## src/rtl/modulo_unwrap_pkg.sv

```systemverilog
package modulo_unwrap_pkg;
  typedef enum logic [1:0] {
    STEP_NONE = 2'd0,
    STEP_UP   = 2'd1,
    STEP_DN   = 2'd2
  } step_e;
endpackage

```

## src/rtl/mu_step.sv

```systemverilog
module mu_step
  import modulo_unwrap_pkg::*;
#(
  parameter int DATA_W = 8
) (
  input  logic [DATA_W-1:0] cur_i,
  input  logic [DATA_W-1:0] prev_i,
  input  logic              first_i,
  input  logic              mode_i,
  input  logic              fold_i,
  output step_e             step_o
);
  localparam logic signed [DATA_W:0] LAM_P = {2'b01, {(DATA_W-1){1'b0}}};
  localparam logic signed [DATA_W:0] LAM_N = {2'b11, {(DATA_W-1){1'b0}}};

  logic signed [DATA_W:0] diff;

  always_comb begin
    diff   = $signed({cur_i[DATA_W-1], cur_i}) - $signed({prev_i[DATA_W-1], prev_i});
    step_o = STEP_NONE;
    if (!first_i) begin
      if (mode_i) begin
        // marker decides if, sign of raw difference decides direction
        if (fold_i) step_o = diff[DATA_W] ? STEP_UP : STEP_DN;
      end else begin
        if (diff >= LAM_P)     step_o = STEP_DN;
        else if (diff < LAM_N) step_o = STEP_UP;
      end
    end
  end
endmodule

```

## src/rtl/mu_acc.sv

```systemverilog
module mu_acc
  import modulo_unwrap_pkg::*;
#(
  parameter int K_W = 6
) (
  input  logic           clk_i,
  input  logic           rst_ni,
  input  logic           upd_i,
  input  step_e          step_i,
  output logic [K_W-1:0] k_o,
  output logic           err_o
);
  localparam logic signed [K_W-1:0] K_MAX = {1'b0, {(K_W-1){1'b1}}};
  localparam logic signed [K_W-1:0] K_MIN = {1'b1, {(K_W-1){1'b0}}};
  localparam logic signed [K_W-1:0] K_ONE = {{(K_W-1){1'b0}}, 1'b1};

  logic signed [K_W-1:0] k_q, k_nxt;
  logic                  err_q, hit;

  always_comb begin
    hit   = (step_i == STEP_UP && k_q == K_MAX) || (step_i == STEP_DN && k_q == K_MIN);
    k_nxt = k_q;
    if (!hit) begin
      if (step_i == STEP_UP)      k_nxt = k_q + K_ONE;
      else if (step_i == STEP_DN) k_nxt = k_q - K_ONE;
    end
  end

  always_ff @(posedge clk_i or negedge rst_ni) begin
    if (!rst_ni) begin
      k_q   <= '0;
      err_q <= 1'b0;
    end else if (upd_i) begin
      k_q   <= k_nxt;
      err_q <= err_q | hit;
    end
  end

  assign k_o   = k_q;
  assign err_o = err_q;

  // at most one period per update
  a_r3_unit_step: assert property (@(posedge clk_i) disable iff (!rst_ni)
    upd_i |=> (k_q == $past(k_q)) || (k_q == $past(k_q) + K_ONE) || (k_q == $past(k_q) - K_ONE));
  a_r7_clamp_hi: assert property (@(posedge clk_i) disable iff (!rst_ni)
    upd_i && step_i == STEP_UP && k_q == K_MAX |=> k_q == K_MAX && err_q);
  a_r7_clamp_lo: assert property (@(posedge clk_i) disable iff (!rst_ni)
    upd_i && step_i == STEP_DN && k_q == K_MIN |=> k_q == K_MIN && err_q);
  a_r7_err_sticky: assert property (@(posedge clk_i) disable iff (!rst_ni)
    err_q |=> err_q);
endmodule

```

## src/rtl/modulo_unwrap.sv

```systemverilog
module modulo_unwrap
  import modulo_unwrap_pkg::*;
#(
  parameter int DATA_W = 8,
  parameter int K_W    = 6,
  localparam int OUT_W = DATA_W + K_W + 1
) (
  input  logic              clk_i,
  input  logic              rst_ni,
  input  logic              in_valid_i,
  output logic              in_ready_o,
  input  logic [DATA_W-1:0] in_sample_i,
  input  logic              mode_i,
  input  logic              fold_i,
  output logic              out_valid_o,
  input  logic              out_ready_i,
  output logic [OUT_W-1:0]  out_data_o,
  output logic [K_W-1:0]    k_o,
  output logic              err_o
);
  logic              advance, accept;
  logic [DATA_W-1:0] prev_q;
  logic              have_prev_q;
  step_e             step_c, s1_step_q;
  logic              s1_valid_q;
  logic [DATA_W-1:0] s1_y_q;
  logic              out_valid_q;
  logic [DATA_W-1:0] out_y_q;
  logic [K_W-1:0]    k_q;

  // single stall for both stages
  assign advance    = !out_valid_q || out_ready_i;
  assign in_ready_o = advance;
  assign accept     = in_valid_i && advance;

  mu_step #(.DATA_W(DATA_W)) u_step (
    .cur_i   (in_sample_i),
    .prev_i  (prev_q),
    .first_i (!have_prev_q),
    .mode_i  (mode_i),
    .fold_i  (fold_i),
    .step_o  (step_c)
  );

  always_ff @(posedge clk_i or negedge rst_ni) begin
    if (!rst_ni) begin
      prev_q      <= '0;
      have_prev_q <= 1'b0;
    end else if (accept) begin
      prev_q      <= in_sample_i;
      have_prev_q <= 1'b1;
    end
  end

  always_ff @(posedge clk_i or negedge rst_ni) begin
    if (!rst_ni) begin
      s1_valid_q  <= 1'b0;
      s1_y_q      <= '0;
      s1_step_q   <= STEP_NONE;
      out_valid_q <= 1'b0;
      out_y_q     <= '0;
    end else if (advance) begin
      s1_valid_q  <= in_valid_i;
      out_valid_q <= s1_valid_q;
      if (in_valid_i) begin
        s1_y_q    <= in_sample_i;
        s1_step_q <= step_c;
      end
      if (s1_valid_q) out_y_q <= s1_y_q;
    end
  end

  mu_acc #(.K_W(K_W)) u_acc (
    .clk_i  (clk_i),
    .rst_ni (rst_ni),
    .upd_i  (advance && s1_valid_q),
    .step_i (s1_step_q),
    .k_o    (k_q),
    .err_o  (err_o)
  );

  assign out_valid_o = out_valid_q;
  assign k_o         = k_q;
  assign out_data_o  = {k_q[K_W-1], k_q, {DATA_W{1'b0}}}
                     + {{(K_W+1){out_y_q[DATA_W-1]}}, out_y_q};

  a_r5_hold: assert property (@(posedge clk_i) disable iff (!rst_ni)
    out_valid_o && !out_ready_i |=> out_valid_o && $stable(out_data_o) && $stable(k_o));
  a_r6_latency: assert property (@(posedge clk_i) disable iff (!rst_ni)
    s1_valid_q && in_ready_o |=> out_valid_o);
  a_r2_first_zero: assert property (@(posedge clk_i) disable iff (!rst_ni)
    accept && !have_prev_q |=> s1_step_q == STEP_NONE);
endmodule

```

## config.mk

```make
export PLATFORM = sky130hd
export DESIGN_NAME = modulo_unwrap
export DESIGN_NICKNAME = d
export VERILOG_FILES = /design/src/rtl/modulo_unwrap_pkg.sv /design/src/rtl/mu_step.sv /design/src/rtl/mu_acc.sv /design/src/rtl/modulo_unwrap.sv
export SDC_FILE = /design/constraint.sdc
export NUM_CORES = 1
export LEC_CHECK = 0
export BUFFER_PORTS_ARGS = -buffer_cell sky130_fd_sc_hd__buf_2
export CORE_MARGIN = 5
export CORE_UTILIZATION = 53
export CTS_BUF_LIST = sky130_fd_sc_hd__clkbuf_8
export CTS_CLUSTER_SIZE = 28
export DETAILED_ROUTE_END_ITERATION = 12
export GPL_ROUTABILITY_DRIVEN = 0
export PLACE_DENSITY = 0.78
export REMOVE_ABC_BUFFERS = 1
export SLEW_MARGIN = 5
export SYNTH_ARGS = -nofsm -noshare
export SYNTH_HDL_FRONTEND = slang
export SYNTH_SLANG_ARGS = --single-unit
```

## constraint.sdc

```tcl
create_clock -name clk_i -period 4.7 [get_ports clk_i]
set_input_delay 1.175 -clock clk_i [delete_from_list [all_inputs] [get_ports clk_i]]
set_output_delay 1.175 -clock clk_i [all_outputs]
set_load 0.005 [all_outputs]
```

==> implementation parameters <==
Parameter                              Value

Critical path
  Class of the most critical setup path ... reg2out
  Critical Path Source ... out_y_q[7]
  Largest stage delay on the critical path ... 0.53 ns
  CP Data Required Time ... 3.52 ns
  Slowest-stage cell, CP ... dfrtp_1
  Reg-to-reg startpoint ... s1_step_q[1]
  Worst Setup End Kind ... output pin
  Arrival time of data at the critical path endpoint ... 2.23 ns
  CP dominant cell by count ... inv_1
  Reg2reg path depth ... 9
  Critical path fanouts, max ... 9
  Type of origin of the critical path ... register
  Critical path, cell by cell ... ha_1, inv_1, fa_1, inv_1, a21o_1, a21oi_1, nand2b_1, a31o_2, buf_2
  Slack of the worst reg-to-reg path ... 2.57 ns
  RR Endpoint ... u_acc.k_o[5]
  End of the critical path ... out_data_o[14]

Global route
  Via count of the first global-routing pass ... 1376
  Grt total ovfl ... 0
  Global-route wire length before repair ... 5930 um
  GR Util All Layers ... 17.2%
  Antenna violations before repair ... 0
  Pin count of the biggest net entering global routing ... 29

Hold path
  Tightest Hold Check Type ... reg2reg

Clocking
  Count of H-tree levels built during CTS ... 1
  Clock tree from TritonCTS ... built
  Number of hold-repair buffers added at the cts stage ... 0
  Worst-Skew Late Latency ... 0.28 ns
  CTS sink cnt ... 28
  CTS clock-pin slew for the worst setup and hold paths ... 0.09 ns
  Number of clock buffers inserted by TritonCTS ... 3
  CTS root buf ... clkbuf_8
  Setup repair bufs after CTS ... 0
  Cts repair resizes ... 0
  Largest buffer count on any clock path ... 2

Logic synthesis
  Sequential cell area fraction in the yosys report ... 40.3%
  FF+latch count, synth ... 28
  Syn avg cell area ... 10.1 um2
  Number of warnings printed during yosys synthesis ... 0
  Total standard cell area after synthesis ... 1740 um2
  Number of library cell types mapped by synthesis ... 38
  Cells after Synth ... 172

Route
  Number of iterations in the first detailed-routing pass ... 4
  Avg WL per Cell ... 13.8 um
  Violation count after the first detailed-routing iteration ... 56
  DRC errors left ... 0
  Antenna violation net count after detailed routing ... 0
  Avg Vias per Cell ... 5.41
  Via total after detailed routing ... 1374
  Total Routed Length ... 3510 um

Floorplan
  Die boundary width ... 67.2 um
  Placement Rows ... 20
  Number of primary I/O pins ... 38
  Placeable core region ... 3100 um2
  Initial core utilization ... 56.0%
  Die Y ... 67.2 um
  Die ar. ... 4520 um2

Timing
  Worst-case headroom to the max-slew limit ... 59.0%
  Time the final worst path needs with I/O delays and setup ... 3.41 ns
  Count of final max-slew check failures ... 0
  Post-Route Skew ... 0.00404 ns
  Unrepaired setup endpoints after global routing ... false
  Max Clk Rate ... 294 MHz
  Final count of negative-setup-slack endpoints ... 0
  Slew at the pin with the worst max-slew slack ... 0.615 ns
  Setup Total Neg Slack ... 0 ns
  Period Utilization, post-route ... 72.5%
  Endpoints failing hold ... 0

Place
  Detailed Place HPWL ... 2790 um
  Total of buffers placed on input and output ports ... 37
  Placed Cells ... 250

Cells and area
  Utilization of the core after routing ... 65.4%
  Net count reported at finish ... 246
  Number of filler instances in the final layout ... 277
  Fraction of layout cells with a size suffix above 1 ... 27.1%
  Area growth syn-to-layout ... 16.9%
  Most frequent cells in the layout ... buf_2 (37), dfrtp_1 (28), inv_1 (21), ha_1 (19), nand2_1 (16)
  Count of placed standard cells in the final layout, fillers left out ... 254
  Ant diodes ... 0
  Most common cell after layout, fill and taps aside ... buf_2

Power
  Internal power contribution ... 0.000732 W
  Leakage Power ... 1.03 nW
  Proportion of power drawn by the clock network ... 15.9%
  P_sw ... 0.000465 W
  Max IR drop VDD ... 0.241 mV
  Power Density ... 589 nW/um2
  Combinational Power Share ... 51.7%
  Total power after layout ... 0.00120 W
  Switching fraction of total power ... 38.8%
  Portion of total power attributed to sequential cells ... 32.4%

Status
  Outcome ... complete, no violations

Job
  Max_cap viols ... 0
[worst max-delay path, delay by kind of cell (launching register included)]
family	cells	cell delay (ns)
simple gates	1	0.15
flops	1	0.53
buf+inv	3	0.24
fa+ha+maj	2	0.62
compound gates	3	0.41
[power by group through the flow]
stage	registers, W	clock network, W	logic [W]
after floorplan	0.000379	0	0.000416
final	0.000388	0.000190	0.000619
after global placement	0.000385	0	0.000592
after global routing	0.000398	0.000204	0.000701
after CTS	0.000389	0.000194	0.000631
after detailed placement	0.000393	0	0.000628
[layer usage]
metal	wire, um	global-route usage, %	part of all wire [%]	vias up
li1	-	-	-	672
met4	62	6.08	1.8	0
met2	1780	29.8	51	42
met5	0	0	0	-
met1	1480	20.7	42	651
met3	188	3.99	5.4	9
[flip-flops by register name, summed over array words and instances (netlist names)]
signal / count
out_valid_o: 1
u_acc.k_o: 6
u_acc.err_o: 1
have_prev_q: 1
s1_valid_q: 1
s1_step_q: 2
prev_q: 8
out_y_q: 8
[cell type report]
class | count | area [um2] | share of cell area (%)
clock buffer | 3 | 41.3 | 2.03
clock inverter | 1 | 30.0 | 1.48
inverter | 22 | 82.6 | 4.07
multi-input combinational | 119 | 935 | 46.1
sequential | 28 | 701 | 34.5
tap | 44 | 55.1 | 2.71
timing repair buffer | 37 | 185 | 9.12
[how the worst min path moves through the flow]
stage,start,end,slack (ns),cells past startpoint
global route,have_prev_q,have_prev_q,0.50,1
CTS,have_prev_q,have_prev_q,0.49,1
finish,have_prev_q,have_prev_q,0.47,1
floorplan,have_prev_q,have_prev_q,0.43,1
detailed placement,have_prev_q,have_prev_q,0.46,1
global placement,have_prev_q,have_prev_q,0.45,1
[cell families (layout without fill, tap and decap cells)]
| kind of cell | Yosys count | count (layout) | share of synthesized area [%] |
|---|---|---|---|
| and+or+nand+nor | 43 | 43 | 13.9 |
| AOI/OAI and AO/OA | 36 | 36 | 12.6 |
| DFF | 28 | 28 | 40.3 |
| xor gates and xnor gates | 10 | 10 | 5.48 |
| adders and majority gates | 21 | 21 | 16.0 |
| buffers and inverters | 25 | 63 | 5.84 |
| muxes | 9 | 9 | 5.84 |
[synthesized netlist by cell type]
master      n  area [um2]
xnor2_1     7        61.3
nand4_1     1        6.26
inv_2       1        3.75
o21ai_1     1        5.00
nand4b_1    1        8.76
nand2b_1    2        12.5
nor4_1      3        18.8
xor2_2      1        16.3
buf_6       1        11.3
o21ai_0    13        65.1
nand2_4     1        11.3
and4_1      2        17.5
nand2_1    16        60.1
nor2_4      1        11.3
ha_1       19         238
nor2_1      3        11.3
nor3_1      2        10.0
a211oi_1    1        7.51
nand3_1     5        25.0
or4_1       1        7.51
inv_1      21        78.8
o2111ai_1   1        8.76
a31o_2      1        8.76
xor2_1      2        17.5
a21oi_1     9        45.0
fa_1        2        40.0
o21bai_1    2        15.0
or2_2       1        6.26
a21o_1      5        37.5
nor2b_1     2        12.5
nor4b_1     1        8.76
a221o_1     1        10.0
dfrtp_1    28         701
mux2_2      9         101
clkbuf_1    2        7.51
a221oi_1    1        8.76
o31ai_1     1        7.51
nand2b_4    1        13.8
[stage by stage]
| step | worst slack (ns) | hold slack [ns] | cell area, um2 |
|---|---|---|---|
| after floorplan | 1.83 | 0.435 | 1720 |
| after global placement | 1.69 | 0.451 | 1960 |
| after detailed placement | 1.59 | 0.462 | 1960 |
| after CTS | 1.27 | 0.486 | 2030 |
| after global routing | 1.15 | 0.502 | 2030 |
| final | 1.29 | 0.474 | 2030 |
(Power assumes the default switching activity.)
